==> config.mk <==
export PLATFORM = sky130hd
export DESIGN_NAME = hbridge_gate_ctrl
export DESIGN_NICKNAME = d
export VERILOG_FILES = /design/src/rtl/hbg_pkg.sv /design/src/rtl/hbg_sync.sv /design/src/rtl/hbg_pwm_gate.sv /design/src/rtl/hbg_mode_hold.sv /design/src/rtl/hbg_leg.sv /design/src/rtl/hbridge_gate_ctrl.sv
export SDC_FILE = /design/constraint.sdc
export NUM_CORES = 1
export LEC_CHECK = 0
export BUFFER_PORTS_ARGS = -buffer_cell sky130_fd_sc_hd__buf_2
export CAP_MARGIN = 20
export CORE_MARGIN = 5
export CORE_UTILIZATION = 49
export CTS_CLUSTER_SIZE = 20
export DETAILED_ROUTE_END_ITERATION = 7
export PLACE_DENSITY = 0.65
export SYNTH_ARGS = -nofsm -noshare
export SYNTH_HDL_FRONTEND = slang
export SYNTH_HIERARCHICAL = 1
export SYNTH_SLANG_ARGS = --single-unit
==> constraint.sdc <==
create_clock -name clk -period 3.4 [get_ports clk]
set_input_delay 0.17 -clock clk [delete_from_list [all_inputs] [get_ports clk]]
set_output_delay 0.17 -clock clk [all_outputs]
set_load 0.02 [all_outputs]
==> src/rtl/hbg_pkg.sv <==
package hbg_pkg;

    // Operating mode, encoded as {dir_a, dir_b}
    typedef enum logic [1:0] {
        MODE_BRAKE_GND = 2'b00,
        MODE_CCW       = 2'b01,
        MODE_CW        = 2'b10,
        MODE_BRAKE_SUP = 2'b11
    } drive_mode_t;

    // Switch selection for one half-bridge
    typedef enum logic [1:0] {
        SW_NONE = 2'b00,
        SW_HIGH = 2'b01,
        SW_LOW  = 2'b10
    } leg_sel_t;

    // Desired switch of one leg: leg A follows dir_a, leg B follows dir_b.
    function automatic leg_sel_t leg_target(drive_mode_t m, logic is_leg_b, logic pwm_ok);
        logic want_high;
        want_high = is_leg_b ? m[0] : m[1];
        if (want_high)   return SW_HIGH;
        else if (pwm_ok) return SW_LOW;
        else             return SW_NONE;
    endfunction

    function automatic logic is_drive_mode(drive_mode_t m);
        return m[1] ^ m[0];
    endfunction

    // Ceiling of hz * amount / per, never below one cycle
    function automatic int cycles_for(longint hz, longint amount, longint per);
        longint c;
        c = (hz * amount + per - 1) / per;
        if (c < 1) c = 1;
        return int'(c);
    endfunction

endpackage

==> src/rtl/hbg_sync.sv <==
module hbg_sync #(
    parameter int WIDTH = 5
) (
    input  logic             clk,
    input  logic             rst_n,
    input  logic [WIDTH-1:0] async_i,
    output logic [WIDTH-1:0] sync_o,
    output logic             valid_o
);
    typedef struct packed {
        logic [WIDTH-1:0] stage1;
        logic [WIDTH-1:0] stage2;
        logic [1:0]       fill;
    } sync_t;

    sync_t sync_d, sync_q;

    always_comb begin
        sync_d        = sync_q;
        sync_d.stage1 = async_i;
        sync_d.stage2 = sync_q.stage1;
        if (sync_q.fill != 2'd2) sync_d.fill = sync_q.fill + 2'd1;
    end

    always_ff @(posedge clk or negedge rst_n) begin
        if (!rst_n) sync_q <= '0;
        else        sync_q <= sync_d;
    end

    assign sync_o  = sync_q.stage2;
    assign valid_o = (sync_q.fill == 2'd2);

endmodule

==> src/rtl/hbg_pwm_gate.sv <==
module hbg_pwm_gate #(
    parameter int MIN_OFF_CYC = 6
) (
    input  logic clk,
    input  logic rst_n,
    input  logic pwm_i,
    input  logic valid_i,
    output logic pwm_ok_o
);
    localparam int HW = $clog2(MIN_OFF_CYC + 1);

    typedef struct packed {
        logic          ok;
        logic [HW-1:0] hold;
    } gate_t;

    gate_t gate_d, gate_q;

    always_comb begin
        gate_d = gate_q;
        if (gate_q.ok) begin
            if (!(pwm_i && valid_i)) begin
                gate_d.ok   = 1'b0;
                gate_d.hold = HW'(MIN_OFF_CYC - 1);
            end
        end else if (gate_q.hold != '0) begin
            gate_d.hold = gate_q.hold - HW'(1);
        end else begin
            gate_d.ok = pwm_i && valid_i;
        end
    end

    always_ff @(posedge clk or negedge rst_n) begin
        if (!rst_n) begin
            gate_q.ok   <= 1'b0;
            gate_q.hold <= HW'(MIN_OFF_CYC - 1);
        end else begin
            gate_q <= gate_d;
        end
    end

    assign pwm_ok_o = gate_q.ok;

    // Independent measure of the low run of the gated PWM
    logic [HW-1:0] chk_low_run;
    always_ff @(posedge clk or negedge rst_n) begin
        if (!rst_n)                                  chk_low_run <= '0;
        else if (gate_q.ok)                          chk_low_run <= '0;
        else if (chk_low_run != HW'(MIN_OFF_CYC))    chk_low_run <= chk_low_run + HW'(1);
    end

    assert_min_low_R3: assert property (@(posedge clk) disable iff (!rst_n)
        $rose(gate_q.ok) |-> (chk_low_run >= HW'(MIN_OFF_CYC)));

    assert_low_follows_R2: assert property (@(posedge clk) disable iff (!rst_n)
        !(pwm_i && valid_i) |=> !gate_q.ok);

endmodule

==> src/rtl/hbg_mode_hold.sv <==
module hbg_mode_hold
    import hbg_pkg::*;
#(
    parameter int HOLD_CYC = 300
) (
    input  logic        clk,
    input  logic        rst_n,
    input  logic        dir_a_i,
    input  logic        dir_b_i,
    input  logic        valid_i,
    output drive_mode_t mode_o,
    output logic        mode_vld_o
);
    localparam int RW = $clog2(HOLD_CYC + 1);

    typedef struct packed {
        drive_mode_t   mode;
        drive_mode_t   pend;
        logic          vld;
        logic [RW-1:0] run;
    } hold_t;

    hold_t hold_d, hold_q;
    drive_mode_t req;
    logic [RW-1:0] run_next;

    always_comb begin
        req      = drive_mode_t'({dir_a_i, dir_b_i});
        hold_d   = hold_q;
        run_next = (req == hold_q.pend) ? hold_q.run + RW'(1) : RW'(1);
        if (!hold_q.vld) begin
            if (valid_i) begin
                hold_d.mode = req;
                hold_d.pend = req;
                hold_d.vld  = 1'b1;
                hold_d.run  = '0;
            end
        end else if (req == hold_q.mode) begin
            hold_d.pend = req;
            hold_d.run  = '0;
        end else if (run_next >= RW'(HOLD_CYC)) begin
            hold_d.mode = req;
            hold_d.pend = req;
            hold_d.run  = '0;
        end else begin
            hold_d.pend = req;
            hold_d.run  = run_next;
        end
    end

    always_ff @(posedge clk or negedge rst_n) begin
        if (!rst_n) begin
            hold_q.mode <= MODE_BRAKE_GND;
            hold_q.pend <= MODE_BRAKE_GND;
            hold_q.vld  <= 1'b0;
            hold_q.run  <= '0;
        end else begin
            hold_q <= hold_d;
        end
    end

    assign mode_o     = hold_q.mode;
    assign mode_vld_o = hold_q.vld;

    assert_cancel_R5: assert property (@(posedge clk) disable iff (!rst_n)
        (hold_q.vld && req == hold_q.mode) |=> (hold_q.mode == $past(hold_q.mode)));

    generate
        if (HOLD_CYC >= 3) begin : g_hold_chk
            assert_commit_stable_R4: assert property (@(posedge clk) disable iff (!rst_n)
                (hold_q.vld && $past(hold_q.vld) && hold_q.mode != $past(hold_q.mode))
                |-> ($past(req) == hold_q.mode && $past(req, 2) == hold_q.mode));
        end
    endgenerate

endmodule

==> src/rtl/hbg_leg.sv <==
module hbg_leg
    import hbg_pkg::*;
#(
    parameter int DEAD_CYC = 25
) (
    input  logic     clk,
    input  logic     rst_n,
    input  leg_sel_t want_i,
    input  logic     en_i,
    output logic     hs_o,
    output logic     ls_o
);
    localparam int GW      = $clog2(DEAD_CYC + 1);
    localparam int GAP_MAX = DEAD_CYC - 1;

    typedef struct packed {
        logic          hs;
        logic          ls;
        leg_sel_t      last;
        logic [GW-1:0] gap;
    } leg_t;

    leg_t leg_d, leg_q;
    leg_sel_t tgt, cur;

    always_comb begin
        leg_d = leg_q;
        tgt   = en_i ? want_i : SW_NONE;
        cur   = leg_q.hs ? SW_HIGH : (leg_q.ls ? SW_LOW : SW_NONE);
        if (cur != SW_NONE) begin
            if (tgt != cur) begin
                leg_d.hs  = 1'b0;
                leg_d.ls  = 1'b0;
                leg_d.gap = '0;
            end
        end else if (tgt != SW_NONE &&
                     (tgt == leg_q.last || leg_q.last == SW_NONE || leg_q.gap >= GW'(GAP_MAX))) begin
            leg_d.hs   = (tgt == SW_HIGH);
            leg_d.ls   = (tgt == SW_LOW);
            leg_d.last = tgt;
        end else if (leg_q.gap < GW'(GAP_MAX)) begin
            leg_d.gap = leg_q.gap + GW'(1);
        end
    end

    always_ff @(posedge clk or negedge rst_n) begin
        if (!rst_n) begin
            leg_q.hs   <= 1'b0;
            leg_q.ls   <= 1'b0;
            leg_q.last <= SW_NONE;
            leg_q.gap  <= '0;
        end else begin
            leg_q <= leg_d;
        end
    end

    assign hs_o = leg_q.hs;
    assign ls_o = leg_q.ls;

    // Independent tracking of the off run and of the side last driven
    logic [GW-1:0] chk_off;
    leg_sel_t      chk_side;
    always_ff @(posedge clk or negedge rst_n) begin
        if (!rst_n) begin
            chk_off  <= '0;
            chk_side <= SW_NONE;
        end else begin
            if (leg_q.hs || leg_q.ls)             chk_off <= '0;
            else if (chk_off != GW'(DEAD_CYC))    chk_off <= chk_off + GW'(1);
            if (leg_q.hs)      chk_side <= SW_HIGH;
            else if (leg_q.ls) chk_side <= SW_LOW;
        end
    end

    assert_exclusive_R8: assert property (@(posedge clk) disable iff (!rst_n)
        !(leg_q.hs && leg_q.ls));

    assert_dead_high_R8: assert property (@(posedge clk) disable iff (!rst_n)
        ($rose(leg_q.hs) && chk_side == SW_LOW) |-> (chk_off >= GW'(DEAD_CYC)));

    assert_dead_low_R8: assert property (@(posedge clk) disable iff (!rst_n)
        ($rose(leg_q.ls) && chk_side == SW_HIGH) |-> (chk_off >= GW'(DEAD_CYC)));

    assert_disable_R7: assert property (@(posedge clk) disable iff (!rst_n)
        !en_i |=> (!leg_q.hs && !leg_q.ls));

endmodule

==> src/rtl/hbridge_gate_ctrl.sv <==
module hbridge_gate_ctrl
    import hbg_pkg::*;
#(
    parameter int CLK_HZ        = 50_000_000,
    parameter int MODE_DELAY_US = 600,
    parameter int MIN_OFF_NS    = 6000,
    parameter int DEAD_CYC      = 25
) (
    input  logic clk,
    input  logic rst_n,
    input  logic dir_a_i,
    input  logic dir_b_i,
    input  logic pwm_i,
    input  logic leg_a_en_i,
    input  logic leg_b_en_i,
    output logic hs_a_o,
    output logic ls_a_o,
    output logic hs_b_o,
    output logic ls_b_o,
    output logic sense_en_o
);
    localparam int HOLD_CYC    = cycles_for(longint'(CLK_HZ), longint'(MODE_DELAY_US), 64'd1_000_000);
    localparam int MIN_OFF_CYC = cycles_for(longint'(CLK_HZ), longint'(MIN_OFF_NS), 64'd1_000_000_000);
    localparam int NUM_IN      = 5;
    localparam int NUM_LEGS    = 2;

    logic [NUM_IN-1:0] raw_in, syn_in;
    logic              syn_vld;
    drive_mode_t       mode;
    logic              mode_vld;
    logic              pwm_ok;
    leg_sel_t          leg_want [NUM_LEGS];
    logic [NUM_LEGS-1:0] leg_en, hs_v, ls_v;

    assign raw_in = {dir_a_i, dir_b_i, pwm_i, leg_a_en_i, leg_b_en_i};

    hbg_sync #(.WIDTH(NUM_IN)) u_sync (
        .clk     (clk),
        .rst_n   (rst_n),
        .async_i (raw_in),
        .sync_o  (syn_in),
        .valid_o (syn_vld)
    );

    hbg_mode_hold #(.HOLD_CYC(HOLD_CYC)) u_mode (
        .clk        (clk),
        .rst_n      (rst_n),
        .dir_a_i    (syn_in[4]),
        .dir_b_i    (syn_in[3]),
        .valid_i    (syn_vld),
        .mode_o     (mode),
        .mode_vld_o (mode_vld)
    );

    hbg_pwm_gate #(.MIN_OFF_CYC(MIN_OFF_CYC)) u_pwm (
        .clk      (clk),
        .rst_n    (rst_n),
        .pwm_i    (syn_in[2]),
        .valid_i  (syn_vld),
        .pwm_ok_o (pwm_ok)
    );

    always_comb begin
        for (int i = 0; i < NUM_LEGS; i++) begin
            leg_want[i] = mode_vld ? leg_target(mode, (i == 1), pwm_ok) : SW_NONE;
        end
        leg_en = {syn_in[0], syn_in[1]} & {NUM_LEGS{syn_vld}};
    end

    generate
        for (genvar g = 0; g < NUM_LEGS; g++) begin : g_leg
            hbg_leg #(.DEAD_CYC(DEAD_CYC)) u_leg (
                .clk    (clk),
                .rst_n  (rst_n),
                .want_i (leg_want[g]),
                .en_i   (leg_en[g]),
                .hs_o   (hs_v[g]),
                .ls_o   (ls_v[g])
            );
        end
    endgenerate

    typedef struct packed {
        logic sense;
    } ctl_t;

    ctl_t ctl_d, ctl_q;

    always_comb begin
        ctl_d       = ctl_q;
        ctl_d.sense = mode_vld && is_drive_mode(mode);
    end

    always_ff @(posedge clk or negedge rst_n) begin
        if (!rst_n) ctl_q <= '0;
        else        ctl_q <= ctl_d;
    end

    assign hs_a_o     = hs_v[0];
    assign ls_a_o     = ls_v[0];
    assign hs_b_o     = hs_v[1];
    assign ls_b_o     = ls_v[1];
    assign sense_en_o = ctl_q.sense;

    assert_sense_not_brake_R6: assert property (@(posedge clk) disable iff (!rst_n)
        sense_en_o |-> !(hs_a_o && hs_b_o));

    assert_off_until_mode_R9: assert property (@(posedge clk) disable iff (!rst_n)
        !mode_vld |=> !(hs_a_o || ls_a_o || hs_b_o || ls_b_o || sense_en_o));

endmodule

* Word level (Yosys, flattened, before mapping) *
Cells that the tools add are included.

operators by class
  mux-type cells = 38
  add/sub/neg operators = 5
  bitwise operators = 4
  order comparisons = 5
  reduce and logical (&&, ||, !) cells = 29
  equal/unequal tests = 19

operators with widths
  operator                                                               number
  15-bit 2-to-1 mux                                                      4
  5-bit 2-to-1 mux                                                       8
  2-bit 2-to-1 mux                                                       17
  10-bit 2-to-1 mux                                                      2
  20-bit 2-to-1 mux                                                      1
  2-bit nonzero test                                                     10
  15-bit by 1-bit adder with 15-bit output, second input constant        1
  15-bit >= comparator, second input constant                            1
  4-bit 2-to-1 mux                                                       3
  2-bit != test, second input constant                                   6
  5-bit by 1-bit adder with 5-bit output, second input constant          2
  5-bit >= comparator, second input constant                             2
  5-bit less-than comparator, second input constant                      2
  2-bit AND reduction                                                    5
  9-bit 2-to-1 mux                                                       1
  3-bit AND reduction                                                    3
  9-bit nonzero test                                                     1
  9-bit by 1-bit subtractor with 9-bit output, second input constant     1
  2-bit equality test                                                    4
  2-bit equality test, second input constant                             3
  2-bit by 1-bit equality test with 1-bit output, second input constant  2
  1-bit logical AND                                                      4
  2-bit zero test                                                        2
  1-bit logical OR                                                       4
  7 further kinds                                                        11

storage, ports and cells
  register bits = 61
  input bits = 7
  output and inout port bits = 5

* Longest topological paths before layout *
  depth after elaboration = 10
  gate-level depth with buffers = 9
  mapped depth without buffers = 8

* By module *
The synthesis kept the hierarchy.

modules (own cells, without submodules)
  module             seq. area each (um^2)  area an instance (um^2)  cells an instance  instances
  hbg_mode_hold      500.5                  1,370.1                  154                1
  hbg_leg            225.2                  579.3                    61                 2
  hbg_pwm_gate       256.5                  551.8                    55                 1
  hbg_sync           300.3                  384.1                    23                 1
  hbridge_gate_ctrl  25.0                   77.6                     10                 1

* Worst setup path before layout *
Ideal clock, no wire load.

  path type = flip-flop to flip-flop
  start point = reg u_mode/hold_q[0] (netlist bit)
  end point = reg u_mode/hold_q[10] (netlist bit)
  slack = 0.874 ns
  arrival = 2.402 ns
  setup time = 0.124 ns
  cell stages (with the launch flop) = 10
  path through = dfrtp_1 -> ha_1 -> nand4_1 -> nor4_1 -> mux2i_1 -> o211ai_2 -> o221ai_2 -> buf_6 -> nor2_1 -> a211o_1

between the ends
  word-level cells in the longest chain between the ends = 6

RTL lines
  what                                        RTL line             source
  start: declaration                          hbg_mode_hold.sv:23  hold_t hold_d, hold_q;
  start signal: assignment                    hbg_mode_hold.sv:58  hold_q <= hold_d;
  15-bit by 1-bit adder with 15-bit output *  hbg_mode_hold.sv:30  run_next = (req == hold_q.pend) ? hold_q.run + RW'(1) : RW'(1);
  15-bit 2-to-1 mux *                         hbg_mode_hold.sv:30
  15-bit >= comparator                        hbg_mode_hold.sv:41  end else if (run_next >= RW'(HOLD_CYC)) begin
  15-bit 2-to-1 mux *                         hbg_mode_hold.sv:41
  15-bit 2-to-1 mux *                         hbg_mode_hold.sv:38  end else if (req == hold_q.mode) begin
  15-bit 2-to-1 mux *                         hbg_mode_hold.sv:31  if (!hold_q.vld) begin

Every way passes the cells marked *; elsewhere a longest branch is shown, timed or not.
A chain may end at the register's enable or synchronous reset.

* Final worst setup path *
  start point = reg u_mode/hold_q[0] (netlist bit)
  end point = reg u_mode/hold_q[6] (netlist bit)

The elaborated chain is that of the path after synthesis.

==> Implementation_results.wiki <==
{| class="wikitable"
! Metric !! Value
|-
| Status || complete, no violations
|-
| Number of routed nets with antenna violations || 0
|-
| Dominant cells by area after synthesis || sky130_fd_sc_hd__dfrtp_1 40%, sky130_fd_sc_hd__nand2_1 4.3%, sky130_fd_sc_hd__dfstp_2 3.7%, sky130_fd_sc_hd__ha_1 2.8%, sky130_fd_sc_hd__mux2i_1 2.5%
|-
| Fraction of layout instances using a drive strength above 1 || 0.1854
|-
| Initial antenna violation count || 0
|-
| Remaining global-route overflow || 0
|-
| Iteration-0 DRC Markers || 94
|-
| Most frequent cells after synthesis || 56 x sky130_fd_sc_hd__dfrtp_1, 41 x sky130_fd_sc_hd__nand2_1, 23 x sky130_fd_sc_hd__nor2_1, 16 x sky130_fd_sc_hd__inv_1, 16 x sky130_fd_sc_hd__o21ai_0
|-
| Global routing usage summed across all routing layers || 0.1682
|-
| Max Fclk || 0.3596 GHz
|-
| Total wirelength of the detailed-routed design || 6.883 mm
|-
| Largest net degree at the start of global routing || 39
|-
| H-tree lvl count || 3
|-
| Type of origin of the critical path || flop
|-
| Multi-input logic area || 1815 µm²
|-
| FILL cells || 667
|-
| Post-synth top area share || 0.3956
|-
| RSZ-0062 raised after global routing || no
|-
| Storage element area || 1533 µm²
|-
| TritonCTS buffer count || 9
|-
| Initial core utilization || 0.4963
|-
| Max-Slew Margin vs Limit || 0.4429
|-
| Setup skew after layout || 0.004416 ns
|-
| Library cells used by synthesis || 68
|-
| Worst hold path type || reg2reg
|-
| Post-Layout Cell Count || 482
|-
| Cell count after synthesis || 364
|-
| Number of global-route vias before repair || 2579
|-
| Inst Count DP || 460
|-
| Top_reg_cell synth || sky130_fd_sc_hd__dfrtp_1
|-
| Final estimated routing congestion in global placement || 0.8865
|-
| Detailed-placement wirelength estimate || 4.762 mm
|-
| Post-synth top area cell || sky130_fd_sc_hd__dfrtp_1
|-
| Data arrival, critical path || 3.00 ns
|-
| Number of max-capacitance violations reported || 0
|-
| Via count || 2687
|-
| Vertical extent of the die || 95.02 µm
|-
| Antenna cells || 0
|-
| Number of top-level design ports || 12
|-
| Finish-stage setup viols || 0
|-
| Required time at the worst-slack endpoint || 3.62 ns
|-
| Total count of hold-check failures in the final report || 0
|-
| CTS tree || done
|-
| Critical path class || reg2reg
|-
| PortBufs || 11
|-
| Synthesized netlist net count || 379
|-
| Row count || 31
|-
| Clk sink count || 61
|-
| Total of warnings raised by yosys || 6
|-
| Number of vias per cell || 5.575
|-
| Mapped Area || 3542 µm²
|-
| First-pass iteration count of the detailed router || 4
|-
| Register bit count reported by yosys || 61
|-
| Clock input transition at the sequential cells of the worst setup and hold paths || 0.07 ns
|-
| Part of the Yosys area used for sequential elements || 0.4327
|-
| P per Cell Area || 543.9 nW/µm²
|-
| Pleak || 1.660 nW
|-
| Most used standard cell by instance count after synthesis || sky130_fd_sc_hd__dfrtp_1
|-
| Clock Tree Buf Depth || 2
|-
| Endpoint kind of the worst setup timing path || flop
|-
| Clock Root Buffer || sky130_fd_sc_hd__clkbuf_8
|-
| Avg WL per Cell || 14.28 µm
|-
| Max FO, Critical Path || 11
|-
| Area of the die || 9029 µm²
|-
| Final TNS setup || 0 ns
|-
| Max IR drop VDD || 283.5 µV
|-
| Final net count || 393
|-
| Slew at the pin closest to its max-slew limit || 0.8357 ns
|-
| Area Overhead vs Synth || 9.043%
|-
| Source-to-sink clock delay at the later pin of the worst-skew pair || 0.33 ns
|-
| Wire length of the first global-routing pass || 12.00 mm
|-
| Post-route minimum period || 2.781 ns
|-
| Number of setup buffers added after CTS || 0
|-
| Average cell area after synthesis || 9.731 µm²
|-
| Async SR Flop Fraction || 1.000
|-
| Number of enable flip-flop cells after synthesis || 0
|-
| Sum of internal, switching and leakage power || 0.002101 W
|-
| Max-slew violation total from the final report || 0
|-
| Die width || 95.02 µm
|-
| Crit share post-route || 0.8179
|-
| Area of the core region || 7137 µm²
|-
| Detailed-route DRC error count || 0
|}
## layout make-up
type / instances / share of cell area
tap: 99 / 0.03207
clock inverter: 5 / 0.008746
clock buffer: 11 / 0.03920
inverter: 16 / 0.01555
sequential: 61 / 0.3968
timing repair buffer: 21 / 0.03758
multi-input combinational: 269 / 0.4700
## registers in the layout (all words and copies together) (netlist names), 5 cells and up
name,count
u_sync/sync_o,5
u_mode/hold_q,17
u_sync/sync_d,5
u_pwm/gate_q,9
g_leg.u_leg/leg_q,14
## layer usage
metal | track usage | vias to the layer above | wire (µm)
li1 | - | 1353 | -
met1 | 0.2258 | 1295 | 3360
met2 | 0.2648 | 35 | 3236
met3 | 0.04499 | 4 | 233
met4 | 0.05529 | 0 | 53
met5 | 0 | - | 0
## through the flow
| step | setup WS (ns) | util | hold WS, ns | cell area, µm² |
|---|---|---|---|---|
| floorplan | 0.8739 | - | -0.1256 | 3542 |
| global placement | 0.7791 | 0.5068 | 0.2778 | 3617 |
| detailed placement | 0.6510 | 0.5068 | 0.2793 | 3617 |
| CTS | 0.6402 | 0.5412 | 0.3547 | 3862 |
| global route | 0.4564 | 0.5412 | 0.3677 | 3862 |
| finish | 0.6192 | 0.5412 | 0.3523 | 3862 |
## cells in the final DEF (no fill, tap or decap), types with 4 or more instances in the layout
cell / count
sky130_fd_sc_hd__dfrtp_1: 56
sky130_fd_sc_hd__nand2_1: 41
sky130_fd_sc_hd__nor2_1: 23
sky130_fd_sc_hd__inv_1: 16
sky130_fd_sc_hd__o21ai_0: 16
sky130_fd_sc_hd__a21oi_1: 12
sky130_fd_sc_hd__nand3_1: 12
sky130_fd_sc_hd__clkbuf_8: 11
sky130_fd_sc_hd__buf_2: 11
sky130_fd_sc_hd__mux2i_1: 9
sky130_fd_sc_hd__ha_1: 8
sky130_fd_sc_hd__and2_1: 7
sky130_fd_sc_hd__nor3b_1: 7
sky130_fd_sc_hd__nand4_1: 7
sky130_fd_sc_hd__a22o_1: 7
sky130_fd_sc_hd__o21ai_2: 6
sky130_fd_sc_hd__dlygate4sd3_1: 6
sky130_fd_sc_hd__nor3_1: 6
sky130_fd_sc_hd__nand2b_1: 5
sky130_fd_sc_hd__and3_1: 5
sky130_fd_sc_hd__o21ai_1: 5
sky130_fd_sc_hd__o21a_1: 5
sky130_fd_sc_hd__a21o_1: 5
sky130_fd_sc_hd__dfstp_2: 5
sky130_fd_sc_hd__a21boi_1: 4
sky130_fd_sc_hd__buf_4: 4
sky130_fd_sc_hd__mux2_2: 4
## critical path, stage by stage, from the launching register on
cell	delay, ns
sky130_fd_sc_hd__dfrtp_1	0.44
sky130_fd_sc_hd__ha_1	0.29
sky130_fd_sc_hd__nand4_1	0.28
sky130_fd_sc_hd__nor4_1	0.34
sky130_fd_sc_hd__mux2i_1	0.40
sky130_fd_sc_hd__o21ai_1	0.15
sky130_fd_sc_hd__o221ai_2	0.21
sky130_fd_sc_hd__buf_4	0.22
sky130_fd_sc_hd__nor3_1	0.07
sky130_fd_sc_hd__a211o_1	0.27
## cell families after synthesis
logic type,count (synthesis),synth area share
AO/OA/AOI/OAI,97,0.2028
adder cells (fa/ha/maj),8,0.02826
flip-flops,61,0.4327
multiplexers,13,0.03815
XOR/XNOR,6,0.01484
buffers and inverters,34,0.05475
AND/OR/NAND/NOR,145,0.2285
## worst paths after layout
kind,startpoint,slack (ns),cells past startpoint,end
hold reg to reg,u_sync/sync_d[6]$_DFF_PN0_,0.35,0,u_sync/sync_o[4]$_DFF_PN0_
setup reg to reg,u_mode/hold_q[0]$_DFFE_PN0P_,0.62,9,u_mode/hold_q[6]$_DFFE_PN0P_
hold / removal,u_sync/sync_d[6]$_DFF_PN0_,0.35,0,u_sync/sync_o[4]$_DFF_PN0_
setup / recovery,u_mode/hold_q[0]$_DFFE_PN0P_,0.62,9,u_mode/hold_q[6]$_DFFE_PN0P_
max in group asynchronous,rst_n,2.10,3,u_mode/hold_q[12]$_DFFE_PN0P_
min in group asynchronous,rst_n,0.46,2,g_leg[0].u_leg/leg_q[2]$_DFFE_PN0P_
## where the power goes
part | total, W | internal, W | switching, W
clock network | 0.000599 | 0.000304 | 0.000295
logic | 0.000477 | 0.000222 | 0.000255
registers | 0.00102 | 0.000879 | 0.000146
total | 0.00210 | 0.00141 | 0.000696
## repair_timing
item                      in CTS  in global routing
gates resized for setup        0                  0
hold endpoints to repair      37                  0
hold buffers                   6                  0
Note: power is estimated with default switching activity, not from simulation.
